## config.mk

```make
export PLATFORM = sky130hd
export DESIGN_NAME = periph_attr_regs
export DESIGN_NICKNAME = d
export VERILOG_FILES = /design/src/rtl/attr_pkg.sv /design/src/rtl/attr_ctrl.sv /design/src/rtl/attr_datapath.sv /design/src/rtl/periph_attr_regs.sv
export SDC_FILE = /design/constraint.sdc
export NUM_CORES = 1
export LEC_CHECK = 0
export BUFFER_PORTS_ARGS = -buffer_cell sky130_fd_sc_hd__buf_2
export CAP_MARGIN = 0
export CELL_PAD_IN_SITES_DETAIL_PLACEMENT = 1
export CELL_PAD_IN_SITES_GLOBAL_PLACEMENT = 1
export CORE_UTILIZATION = 28
export CTS_CLUSTER_DIAMETER = 200
export DETAILED_ROUTE_END_ITERATION = 8
export PLACE_DENSITY = 0.82
export SKIP_LAST_GASP = 1
export SYNTH_ARGS = -nofsm -noshare
export SYNTH_HDL_FRONTEND = slang
export SYNTH_SLANG_ARGS = --single-unit
export TNS_END_PERCENT = 20
```

## constraint.sdc

```tcl
create_clock -name clk -period 2 [get_ports clk]
set_clock_uncertainty 0.15 [all_clocks]
set_input_delay 0 -clock clk [delete_from_list [all_inputs] [get_ports clk]]
set_output_delay 0 -clock clk [all_outputs]
set_load 0.02 [all_outputs]
```

## src/rtl/attr_pkg.sv

```systemverilog
`timescale 1ns/1ps
package attr_pkg;
  localparam int DATA_W = 32;
  localparam int ADDR_W = 12;
  localparam int NUM_WM = 4;

  localparam logic [ADDR_W-1:0] OFF_CTRL = 12'h000;
  localparam logic [ADDR_W-1:0] OFF_SEC  = 12'h010;
  localparam logic [ADDR_W-1:0] OFF_PRIV = 12'h020;
  localparam logic [1:0]        SIZE_WORD = 2'b10;

  function automatic logic [ADDR_W-1:0] wmOffset(input int k);
    case (k)
      0:       return 12'h130;
      1:       return 12'h134;
      2:       return 12'h138;
      default: return 12'h140;
    endcase
  endfunction

  // strobes from the control half to the datapath half
  typedef struct packed {
    logic              rdEn;
    logic              lockSet;
    logic [DATA_W-1:0] secWe;
    logic [DATA_W-1:0] privWe;
    logic [NUM_WM-1:0] wmWe;
    logic              illegal;
  } strobe_t;
endpackage

```

## src/rtl/attr_ctrl.sv

```systemverilog
`timescale 1ns/1ps
module attr_ctrl
  import attr_pkg::*;
#(
  parameter logic [DATA_W-1:0] SEC_MASK  = 32'h0000_200C,
  parameter logic [DATA_W-1:0] PRIV_MASK = 32'h0000_201C
) (
  input  logic              reqValid,
  input  logic              reqWrite,
  input  logic [1:0]        reqSize,
  input  logic [ADDR_W-1:0] reqAddr,
  input  logic              lockReq,
  input  logic              reqSecure,
  input  logic              reqPriv,
  input  logic              secEnable,
  input  logic [DATA_W-1:0] optSec,
  input  logic [NUM_WM-1:0] wmOptSec,
  input  logic [DATA_W-1:0] secQ,
  input  logic [DATA_W-1:0] privQ,
  input  logic              lockQ,
  output strobe_t           strb,
  output logic              busErr
);
  logic wordOk, wr;
  logic hitCtrl, hitSec, hitPriv;
  logic [NUM_WM-1:0] hitWm, wmAllow;
  logic [DATA_W-1:0] secAllow, privAllow, secEff;

  assign wordOk  = reqValid && (reqSize == SIZE_WORD);
  assign wr      = wordOk && reqWrite;
  assign busErr  = reqValid && (reqSize != SIZE_WORD);
  assign hitCtrl = (reqAddr == OFF_CTRL);
  assign hitSec  = (reqAddr == OFF_SEC);
  assign hitPriv = (reqAddr == OFF_PRIV);
  assign secEff  = secEnable ? (secQ | optSec) : '0;

  for (genvar i = 0; i < DATA_W; i++) begin : g_bitRule
    assign secAllow[i]  = secEnable && !lockQ && reqSecure && (!privQ[i] || reqPriv);
    assign privAllow[i] = !lockQ && reqPriv && (!secEff[i] || reqSecure);
  end

  for (genvar k = 0; k < NUM_WM; k++) begin : g_wmRule
    assign hitWm[k]   = (reqAddr == wmOffset(k));
    assign wmAllow[k] = !lockQ && reqPriv && (!(secEnable && wmOptSec[k]) || reqSecure);
  end

  always_comb begin
    strb.rdEn    = wordOk && !reqWrite;
    strb.lockSet = wr && hitCtrl && secEnable && reqSecure && lockReq;
    strb.secWe   = (wr && hitSec) ? (secAllow & SEC_MASK) : '0;
    strb.privWe  = (wr && hitPriv) ? (privAllow & PRIV_MASK) : '0;
    strb.wmWe    = wr ? (hitWm & wmAllow) : '0;
    strb.illegal = wr && ((hitCtrl && secEnable && !reqSecure)
                       || (hitSec && secEnable && ((~secAllow & SEC_MASK) != '0))
                       || (hitPriv && ((~privAllow & PRIV_MASK) != '0))
                       || ((hitWm & ~wmAllow) != '0));
  end
endmodule

```

## src/rtl/attr_datapath.sv

```systemverilog
`timescale 1ns/1ps
module attr_datapath
  import attr_pkg::*;
#(
  parameter logic [DATA_W-1:0] PRIV_MASK = 32'h0000_201C,
  parameter int WM_W   = 12,
  parameter int WM_LSB = 16
) (
  input  logic              clk,
  input  logic              rstN,
  input  strobe_t           strb,
  input  logic [DATA_W-1:0] reqWdata,
  input  logic [ADDR_W-1:0] reqAddr,
  input  logic              secEnable,
  input  logic [DATA_W-1:0] optSec,
  output logic [DATA_W-1:0] secQ,
  output logic [DATA_W-1:0] privQ,
  output logic              lockQ,
  output logic [DATA_W-1:0] rdata,
  output logic              illegalEvt,
  output logic [DATA_W-1:0] periphSec,
  output logic [DATA_W-1:0] periphPriv,
  output logic [NUM_WM*WM_W-1:0] wmLen
);
  localparam logic [WM_W-1:0] WM_RST = '1;

  logic [WM_W-1:0] wmQ [NUM_WM];
  logic [DATA_W-1:0] wmRd [NUM_WM];

  always_ff @(posedge clk or negedge rstN) begin
    if (!rstN) begin
      lockQ      <= 1'b0;
      secQ       <= '0;
      privQ      <= '0;
      illegalEvt <= 1'b0;
    end else begin
      lockQ      <= lockQ | strb.lockSet;
      secQ       <= (secQ & ~strb.secWe) | (reqWdata & strb.secWe);
      privQ      <= (privQ & ~strb.privWe) | (reqWdata & strb.privWe);
      illegalEvt <= strb.illegal;
    end
  end

  for (genvar k = 0; k < NUM_WM; k++) begin : g_wm
    always_ff @(posedge clk or negedge rstN) begin
      if (!rstN)              wmQ[k] <= WM_RST;
      else if (strb.wmWe[k])  wmQ[k] <= reqWdata[WM_LSB +: WM_W];
    end
    assign wmLen[k*WM_W +: WM_W] = wmQ[k];
    assign wmRd[k] = DATA_W'(wmQ[k]) << WM_LSB;
  end

  always_comb begin
    rdata = '0;
    if (strb.rdEn) begin
      if (reqAddr == OFF_CTRL && secEnable) rdata = {{(DATA_W-1){1'b0}}, lockQ};
      if (reqAddr == OFF_SEC && secEnable)  rdata = secQ;
      if (reqAddr == OFF_PRIV)              rdata = privQ;
      for (int k = 0; k < NUM_WM; k++)
        if (reqAddr == wmOffset(k)) rdata = wmRd[k];
    end
  end

  assign periphSec  = secEnable ? (secQ | (optSec & PRIV_MASK)) : '0;
  assign periphPriv = privQ;
endmodule

```

## src/rtl/periph_attr_regs.sv

```systemverilog
`timescale 1ns/1ps
module periph_attr_regs
  import attr_pkg::*;
#(
  parameter logic [DATA_W-1:0] SEC_MASK  = 32'h0000_200C,
  parameter logic [DATA_W-1:0] PRIV_MASK = 32'h0000_201C,
  parameter int WM_W   = 12,
  parameter int WM_LSB = 16
) (
  input  logic                   clk,
  input  logic                   rstN,
  input  logic                   secEnable,
  input  logic [DATA_W-1:0]      optSec,
  input  logic [NUM_WM-1:0]      wmOptSec,
  input  logic                   reqValid,
  input  logic                   reqWrite,
  input  logic [1:0]             reqSize,
  input  logic [ADDR_W-1:0]      reqAddr,
  input  logic [DATA_W-1:0]      reqWdata,
  input  logic                   reqSecure,
  input  logic                   reqPriv,
  output logic [DATA_W-1:0]      rdata,
  output logic                   busErr,
  output logic                   illegalEvt,
  output logic [DATA_W-1:0]      periphSec,
  output logic [DATA_W-1:0]      periphPriv,
  output logic [NUM_WM*WM_W-1:0] wmLen
);
  strobe_t strb;
  logic [DATA_W-1:0] secQ, privQ;
  logic lockQ;

  attr_ctrl #(.SEC_MASK(SEC_MASK), .PRIV_MASK(PRIV_MASK)) i_ctrl (
    .reqValid(reqValid), .reqWrite(reqWrite), .reqSize(reqSize), .reqAddr(reqAddr),
    .lockReq(reqWdata[0]), .reqSecure(reqSecure), .reqPriv(reqPriv),
    .secEnable(secEnable), .optSec(optSec), .wmOptSec(wmOptSec),
    .secQ(secQ), .privQ(privQ), .lockQ(lockQ), .strb(strb), .busErr(busErr)
  );

  attr_datapath #(.PRIV_MASK(PRIV_MASK), .WM_W(WM_W), .WM_LSB(WM_LSB)) i_dp (
    .clk(clk), .rstN(rstN), .strb(strb), .reqWdata(reqWdata), .reqAddr(reqAddr),
    .secEnable(secEnable), .optSec(optSec), .secQ(secQ), .privQ(privQ),
    .lockQ(lockQ), .rdata(rdata), .illegalEvt(illegalEvt),
    .periphSec(periphSec), .periphPriv(periphPriv), .wmLen(wmLen)
  );
endmodule

```

==> results of run 1 <==
-- per-layer routing --
| metal | GRT usage (%) | vias up |
|---|---|---|
| met1 | 20.3 | 1565 |
| met2 | 35.9 | 174 |
| met5 | 0 | - |
| met3 | 3.97 | 24 |
| li1 | - | 1420 |
| met4 | 7.52 | 0 |
-- worst min-delay path, stage by stage --
cell and delay [ps]:
buf_2 80, nor2_1 60, nor2_1 100, nor2_1 50, mux2_1 180
-- how the worst min path moves through the flow --
stage	end	slack (ps)	cells past startpoint
final	flop	30	5
after detailed placement	i_dp.illegalEvt	-70	1
after CTS	flop	20	5
after floorplan	asynchronous set/reset pin	-450	0
after global placement	asynchronous set/reset pin	-100	1
after global routing	flop	60	5
-- through the flow --
stage / hold WS [ps] / setup TNS [ps] / power, mW
after floorplan: -446 / 0 / 1.45
after global placement: -98.5 / -367 / 1.47
after detailed placement: -71.0 / -744 / 1.48
after CTS: 20.3 / 0 / 3.20
after global routing: 56.5 / -33.1 / 3.28
final: 29.1 / 0 / 3.17
-- layout make-up --
cell class	instances	area share (%)
multi-input combinational	273	36.9
sequential	57	30.0
timing repair buffer	166	21.8
clock buffer	13	5.68
tap	172	4.34
clock inverter	3	0.908
inverter	5	0.378
-- cells by family (layout without fill, tap and decap cells) --
family                 count (synthesis)  count (layout)
AO/OA/AOI/OAI                         65              65
other                                  1              71
buffers and inverters                 86             187
flip-flops                            57              57
AND/OR/NAND/NOR                       81              81
multiplexers                          56              56
-- cells in the mapped netlist, types with 2 or more instances --
cell type   n
a21boi_0    4
a21oi_1    24
a21oi_2     2
a222oi_1    3
a22oi_1     4
and2_1      2
and3_1      5
buf_4      73
clkbuf_1    5
dfrtp_1     9
dfstp_2    48
inv_1       5
mux2_1      5
mux2_2     51
nand2_1    21
nand2b_1    3
nand4_1     3
nor2_1     18
nor3_1      5
nor4_1      4
nor4b_1     2
o21ai_0    21
or3_1       3
-- report_power, final --
part           leakage, nW  internal [mW]  total (mW)  switching (mW)
Combinational         1.59         0.0966       0.347           0.250
Clock                0.153           1.11        1.66           0.553
Sequential           0.615           1.16        1.16      0.00000649
Total                 2.36           2.36        3.17           0.803
-- timing repair --
action	4_1_cts	5_1_grt
setup buffers	0	0
resized for setup	0	2
hold buffers	25	0
endpoints found under the hold margin	82	0
setup endpoints to repair	0	27
==> reports/results.ini, run 1 <==
[outcome]
status = completed

[timing]
tightest_slew_ps = 655
hold_viol_final = 0
maxSlewHeadroom_pct = 56.3
drv_slew = 0
fin_crit_sh_pct = 98.6
setup_violations = 0
rsz0062_at_grt = true
layout_setup_ws_ps = 27.0
period_needed_ps = 1970
max_freq_ghz = 0.507

[layout]
antenna_cells = 0
area_growth_pct = 36.9
most-common-layout-cells = buf_2 (120), conb_1 (71), mux2_2 (51)
regArea_mm2 = 0.00149
drive_gt1_share_pct = 52.2
fin_area_mm2 = 0.00496
multi_input_area_mm2 = 0.00183
fillers = 1460
final_common_cell = buf_2
layout.cells.non_filler = 689
fin_util_pct = 39.3
nets = 601

[cts]
clock_latency_ps = 330
clkTransAtPathRegs_ps = 50
clock_sinks = 57
cts-buffers-inserted = 9
cts_max_level = 3
cts_root_buf = clkbuf_16
cts_tree = built
cts_buffer_depth = 2

[critical_path]
cp-end-kind = flop
slowest_stage = dfrtp_1
crit_start = i_dp.lockQ
cp.depth = 5
path_cells = nand3b_1 -> nor4_1 -> buf_4 -> a21boi_0 -> mux2_2
arrival_ps = 2030
worst-setup-path-type = flop to flop
path_max_fanout = 3
worstPathRequired_ps = 2060
crit_path_max_incr_delay_ps = 390
rr_startpoint = i_dp.lockQ
crit_path_start_kind = flop
critPathTopFamily = simple AND/OR/NAND/NOR gates
reg2reg_slack_ps = 30
crit_buf_inv = 1
r2r_cells = 5

[yosys]
ys.flop_type = dfstp_2
yosysTopAreaCell = dfstp_2
synth_compound_area_share_pct = 11.4
ys_seq_area_share_pct = 41.0
synth-xor-area-share_pct = 0
syn_inst = 346
synth_area_leaders = dfstp_2 (35%), mux2_2 (16%), buf_4 (15%)
synth_top_family_by_area = multiplexers
synthAdderAreaFrac_pct = 0
avgSynthCellArea_um2 = 10.5
synthMuxAreaShare_pct = 17.4
ys_warn_count = 0
async_flop_share_pct = 100
synth.distinct_cells = 49
yosysTopAreaCellShare_pct = 34.8
syn_area_mm2 = 0.00362
synth_edf_count = 0
synth-seq-cells = 57
synthSimpleGateAreaFrac_pct = 13.3

[detailed_routing]
dr.pass1.iters = 4
met1_length_mm = 4.72
drt_wl_total_mm = 12.5
post_drt_wl_per_cell_um = 18.1
wl_met3_um = 829
drcViolationCount = 0
highest_layer = met4
drt_iter0_markers = 138
dr_wl_met2_mm = 6.62
vias_per_cell = 4.62
ant_nets = 0
vias = 3183

[global_route]
grt_pass1_wl_mm = 18.7
grt_use_total_pct = 18.9
grt-ovfl-total = 0
antenna_found_initial = 0
grt_max_degree = 33
grt_pass1_vias = 3413

[flow_run]
cap_violations = 0

[floorplan]
die_h_um = 116
die_w_um = 116
die_area_mm2 = 0.0134
coreArea_mm2 = 0.0126
start_util_pct = 28.7
std_cell_rows = 41
ioPinCount = 235

[worst_hold_path]
hold_path.class = input pin to flop
hold_path.startpoint = optSec[13]

[placed_design]
dp_cells = 648
preCtsSetupSlack_ps = -188
io_buffer_count = 120
place_area_mm2 = 0.00437
gp_congestion = 0.888
hpwl_mm = 9.08

[pwr]
p_per_area_mw_per_mm2 = 638
p_leak_nw = 2.36
vdd_ir_drop_max_uv = 410

Power figures use the tool's default switching activity.
==> inputs of run 2 (changes only) <==
Settings changed: CELL_PAD_IN_SITES_DETAIL_PLACEMENT 1 to not set, CELL_PAD_IN_SITES_GLOBAL_PLACEMENT 1 to not set, CORE_UTILIZATION 28 to 39.
==> run 2 against run 1 <==
Against the previous run:
- global-route usage rose by 3.5 points
- maximum frequency rose by 2.9%
- the run now ends with design-rule violations left
- sequential cell count did not move
- power fell by 19%
- register-to-register slack improved by 60 ps
- combinational power fell by 2%
- count of clock-buffer cells in the layout fell by 2
- sequential share of layout area rose by 1.3 points
- non-clock buffer count rose by 6
- critical path type is now input pin to output pin
- die area fell by 28%
==> reports/results.ini, run 2 (synthesis results as in run 1) <==
[outcome]
status = finished, violations left
failed_checks = design-rule violations

[timing]
period_needed_ps = 1920  ; -55.2 ps
drv_slew = 0  ; unchanged
fin_crit_sh_pct = 95.9  ; -2.8 points
setup_violations = 0  ; unchanged
hold_viol_final = 0  ; unchanged
fin_tns_setup_ps = 0  ; unchanged
layout_setup_ws_ps = 82.2  ; +55.2 ps
worst_hold_slack_ps = 22.9  ; -6.18 ps
maxSlewHeadroom_pct = 62.2  ; +5.9 points
tightest_slew_ps = 567  ; -87.9 ps
max_freq_ghz = 0.521  ; +2.9%
rsz0062_at_grt = true

[placed_design]
preCtsSetupSlack_ps = -109  ; +79.6 ps
place_area_mm2 = 0.00429  ; -1.9%
gp_congestion = 0.840  ; -5.4%
io_buffer_count = 120  ; unchanged
dp_cells = 590  ; -9.0%
hpwl_mm = 8.00  ; -12%

[floorplan]
coreArea_mm2 = 0.00885  ; -30%
die_w_um = 98.4  ; -15%
ioPinCount = 235  ; unchanged
die_h_um = 98.4  ; -15%
std_cell_rows = 34  ; -17%
start_util_pct = 40.9  ; +12 points
die_area_mm2 = 0.00968  ; -28%

[critical_path]
cp-end-kind = output pin
crit_path_start_kind = input pin
reg2reg_slack_ps = 80  ; +60 ps
path_max_fanout = 7  ; +4
crit_start = reqAddr[9]
slowest_stage = nor4b_4
worst-setup-path-type = input pin to output pin
crit_path_max_incr_delay_ps = 410  ; +20 ps
crit_path_frequent_cell = buf_4
path_cells = buf_2 -> buf_4 -> nor4b_4 -> nand2_2 -> buf_4 -> nor3_1 -> buf_4 -> a222oi_1 -> a21oi_1 -> buf_2
rr_startpoint = i_dp.lockQ
r2r_cells = 5  ; unchanged
worstPathRequired_ps = 1850  ; -210 ps
crit_end = rdata[24]
r2r-end = i_dp.wmLen[6]
arrival_ps = 1770  ; -260 ps

[worst_hold_path]
hold_path.class = input pin to flop

[pwr]
vdd_ir_drop_max_uv = 472  ; +15%
p_clk_share_pct = 41.9  ; -11 points
p_comb_share_pct = 13.2  ; +2.2 points
p_leak_nw = 2.32  ; -1.9%
power.share.sequential_pct = 44.9  ; +8.3 points
finalPower_mw = 2.58  ; -19%
p_switching_mw = 0.716  ; -11%
p_per_area_mw_per_mm2 = 543  ; -15%
p_int_mw = 1.86  ; -21%
p_sw_share_pct = 27.8  ; +2.4 points

[detailed_routing]
vias_per_cell = 4.98  ; +7.8%
drcViolationCount = 16  ; +16
vias = 3143  ; -1.3%
ant_nets = 0  ; unchanged
post_drt_wl_per_cell_um = 17.0  ; -6.0%
dr.pass1.iters = 9  ; +5
drt_iter0_markers = 181  ; +31%
drt_wl_total_mm = 10.7  ; -14%

[layout]
drive_gt1_share_pct = 53.0  ; +0.74 points
fin_area_mm2 = 0.00475  ; -4.2%
most-common-layout-cells = buf_2 (120), conb_1 (71), mux2_2 (51)
nets = 607  ; +1.0%
fin_util_pct = 53.7  ; +14 points
final_common_cell = buf_2
area_growth_pct = 31.2
antenna_cells = 0  ; unchanged
layout.cells.non_filler = 631  ; -8.4%

[flow_run]
cap_violations = 0  ; unchanged

[cts]
cts_max_level = 3  ; unchanged
cts-buffers-inserted = 9  ; unchanged
cts_root_buf = clkbuf_8
clock_sinks = 57  ; unchanged
cts_tree = built
clock_latency_ps = 330  ; about the same
clkTransAtPathRegs_ps = 60  ; about the same
cts_buffer_depth = 2  ; unchanged

[global_route]
grt_pass1_vias = 3184  ; -6.7%
grt_max_degree = 36  ; +9.1%
grt_use_total_pct = 22.4  ; +3.5 points
grt_pass1_wl_mm = 16.4  ; -12%
grt-ovfl-total = 0  ; unchanged
antenna_found_initial = 0  ; unchanged

## run 2: changes by cell type in the layout (fill, tap and decap cells not counted), moves of 2 or more
cell	before	now
buf_12	6	2
buf_4	15	22
buf_6	0	3
clkbuf_16	10	0
clkbuf_8	2	10
clkinv_2	0	2
## run 2: how the worst min path moves through the flow
| stage | start | endpoint | slack [ps] | cells after the start |
|---|---|---|---|---|
| after floorplan | rstN | asynchronous set/reset pin | -450 | 0 |
| after global placement | rstN | asynchronous set/reset pin | -130 | 1 |
| after detailed placement | rstN | asynchronous set/reset pin | -110 | 1 |
| after CTS | reqPriv | i_dp.illegalEvt | 0.7 | 4 |
| after global routing | reqSize[1] | i_dp.lockQ | 30 | 3 |
| final | reqSize[1] | i_dp.lockQ | 20 | 3 |
## run 2: layout make-up
| class | count | area [um^2] |
|---|---|---|
| well taps | 108 | 135 |
| repair buffers | 172 | 1090 |
| flip-flops and latches | 57 | 1490 |
| clock buffers | 11 | 141 |
| multi-input cells | 273 | 1830 |
| inverters | 5 | 18.8 |
| fillers | 800 | 4100 |
| clock inverters | 5 | 53.8 |
## run 2: repair_timing
action                                 in CTS  in global routing
setup endpoints to repair                   0                 37
resized for setup                           0                  5
endpoints found under the hold margin      79                  1
hold buffers                               24                  1
setup buffers                               0                  0
## run 2: critical path: cells and delay by family
family	cells	cell delay, ps
buffers and inverters	5	780
AO/OA/AOI/OAI	2	260
AND/OR/NAND/NOR	3	730
## run 2: layer usage
metal / GRT usage, % / wire length [um]
met3: 6.08 / 903
met2: 40.1 / 5630
met4: 7.81 / 179
met1: 25.5 / 4010
met5: 0 / 0
## run 2: power by group through the flow
| stage | logic, mW | registers (mW) | clock network [mW] |
|---|---|---|---|
| after floorplan | 0.275 | 1.18 | 0 |
| after global placement | 0.291 | 1.18 | 0 |
| after detailed placement | 0.298 | 1.18 | 0 |
| after CTS | 0.335 | 1.16 | 1.11 |
| after global routing | 0.368 | 1.16 | 1.15 |
| final | 0.341 | 1.16 | 1.08 |
==> inputs of run 3 (changes only) <==
Settings changed: CORE_UTILIZATION 39 to 47, PLACE_DENSITY 0.82 to 0.83, SYNTH_HIERARCHICAL set to 1.
==> run 3 against run 2 <==
Against the previous run:
- the run now ends clean
- critical endpoint is now rdata[26]
- first-iteration DRC count rose by 130%
- setup slack got worse by 77 ps
- sequential cell count rose by 57
- combinational power rose by 140%
- maximum frequency fell by 3.8%
- area after synthesis rose by 77%
- sequential power rose by 120%
- non-clock buffer count rose by 118
- cell count rose by 66%
- utilization rose by 14 points
==> reports/results.ini, run 3 <==
[critical_path]
reg2reg_slack_ps = 60  ; -20 ps
crit_end = rdata[26]
rr_startpoint = i_dp/lockQ
crit_start = reqAddr[1]
r2r-end = i_dp/wmLen[16]
r2r_cells = 6  ; +1
arrival_ps = 1840  ; +70 ps
cp-end-kind = output pin
worstPathRequired_ps = 1850  ; about the same
crit_path_start_kind = input pin
worst-setup-path-type = input pin to output pin
path_max_fanout = 8  ; +1

[placed_design]
io_buffer_count = 206  ; +72%
place_area_mm2 = 0.00780  ; +82%
gp_congestion = 0.896  ; +6.6%
hpwl_mm = 13.0  ; +63%
preCtsSetupSlack_ps = -278  ; -170 ps

[cts]
cts_buffer_depth = 2  ; unchanged
cts_max_level = 4  ; +1
clock_latency_ps = 410  ; +80 ps
clock_sinks = 114  ; +100%
cts_root_buf = clkbuf_16
cts_tree = built
cts-buffers-inserted = 17  ; +8
clkTransAtPathRegs_ps = 50  ; about the same

[detailed_routing]
drcViolationCount = 0  ; -16
drt_iter0_markers = 420  ; +130%
vias_per_cell = 5.40  ; +8.4%
ant_nets = 0  ; unchanged
vias = 5648  ; +80%
dr.pass1.iters = 5  ; -4
drt_wl_total_mm = 19.2  ; +79%
post_drt_wl_per_cell_um = 18.4  ; +8.2%

[layout]
fin_util_pct = 68.1  ; +14 points
fin_area_mm2 = 0.00901  ; +90%
regArea_mm2 = 0.00291  ; +96%
final_common_cell = buf_2
most-common-layout-cells = buf_2 (189), mux2_2 (111), dfrtp_1 (66)
drive_gt1_share_pct = 56.6  ; +3.6 points
antenna_cells = 0  ; unchanged
multi_input_area_mm2 = 0.00324  ; +78%
fillers = 998  ; +25%
nets = 946  ; +56%
area_growth_pct = 40.7

[global_route]
grtUsageMet2_pct = 44.4  ; +4.2 points
grt_use_total_pct = 27.5  ; +5.1 points
met3_usage_pct = 6.32  ; +0.24 points
grt_use_met1_pct = 34.4  ; +8.8 points
grt_pass1_vias = 5701  ; +79%
grt-ovfl-total = 0  ; unchanged
grt_max_degree = 45  ; +25%
grt_pass1_wl_mm = 29.6  ; +80%
busiest_layer = met2
antenna_found_initial = 0  ; unchanged

[yosys]
syn_area_mm2 = 0.00640  ; +77%
syn_inst = 579  ; +67%
avgSynthCellArea_um2 = 11.1  ; +5.7%
ys_warn_count = 6  ; +6

[floorplan]
ioPinCount = 235  ; unchanged
start_util_pct = 48.4  ; +7.4 points
coreArea_mm2 = 0.0132  ; +50%
std_cell_rows = 42  ; +24%
die_w_um = 119  ; +21%
die_area_mm2 = 0.0141  ; +46%
die_h_um = 119  ; +21%

[timing]
fin_tns_setup_ps = 0  ; unchanged
maxSlewHeadroom_pct = 33.5  ; -29 points
max_freq_ghz = 0.501  ; -3.8%
fin_crit_sh_pct = 99.7  ; +3.8 points
hold_viol_final = 0  ; unchanged
drv_slew = 0  ; unchanged
setup_violations = 0  ; unchanged
tightest_slew_ps = 994  ; +427 ps
layout_setup_ws_ps = 5.48  ; -76.7 ps
period_needed_ps = 1990  ; +76.7 ps
rsz0062_at_grt = true
worst_hold_slack_ps = 44.8  ; +21.9 ps

[flow_run]
cap_violations = 0  ; unchanged

[pwr]
p_per_area_mw_per_mm2 = 741  ; +37%
vdd_ir_drop_max_uv = 1180  ; +150%
p_leak_nw = 4.18  ; +80%

[worst_hold_path]
hold_path.class = input pin to flop

[outcome]
status = completed

run 3: cell count changes in the layout (fill, tap and decap cells not counted), sizes merged, moves of 9 or more:
cell	before	now
conb	71	57
clkbuf	11	21
o21ai	21	8
nor2	18	33
mux2	56	111
o22ai	0	12
a221oi	0	9
dfrtp	9	66
buf	147	260
a22oi	4	23
and2	2	31
run 3: cell type report:
class	instances	share of cell area, %
clock buffer	20	5.07
tap	176	2.44
clock inverter	12	2.26
inverter	8	0.333
timing repair buffer	290	21.6
sequential	114	32.3
multi-input combinational	426	36.0
run 3: critical path: stages:
cell     delay (ps)
buf_8           100
or4_4           580
nor4_4          290
buf_4           180
buf_6           150
and2_4          160
o31ai_4          70
a21oi_2         150
buf_4           150
run 3: metal layers:
layer,wire (um),share of wire (%)
met3,1220,6.4
met5,0,0
met1,7870,41
met4,696,3.6
met2,9440,49
run 3: how the worst min path moves through the flow:
stage                 from  slack (ps)                          to  cells after the start
6_report       wmOptSec[1]          40              i_dp/wmLen[22]                      4
5_1_grt        wmOptSec[2]          30              i_dp/wmLen[34]                      4
4_1_cts         reqAddr[2]          10             i_dp/illegalEvt                      5
3_5_place_dp          rstN        -160  asynchronous set/reset pin                      1
3_3_place_gp          rstN        -170  asynchronous set/reset pin                      1
2_1_floorplan         rstN        -450  asynchronous set/reset pin                      0
run 3: power breakdown:
part	internal (mW)	switching (mW)	total [mW]
combinational	0.361	0.451	0.813
clock	2.28	1.06	3.34
sequential	2.43	0.0947	2.53
run 3: timing repair:
action / 4_1_cts / 5_1_grt
hold endpoints to repair: 135 / 0
setup buffers: 2 / 6
resized for setup: 22 / 28
hold buffers: 29 / 0
gates cloned: 0 / 1
pin swaps: 14 / 14
setup endpoints to repair: 12 / 52
run 3: metrics by stage:
step,cells,total power [mW]
after detailed placement,981,3.30
after floorplan,635,3.01
after global placement,981,3.28
after CTS,1041,6.71
after global routing,1046,6.91
final,1046,6.68
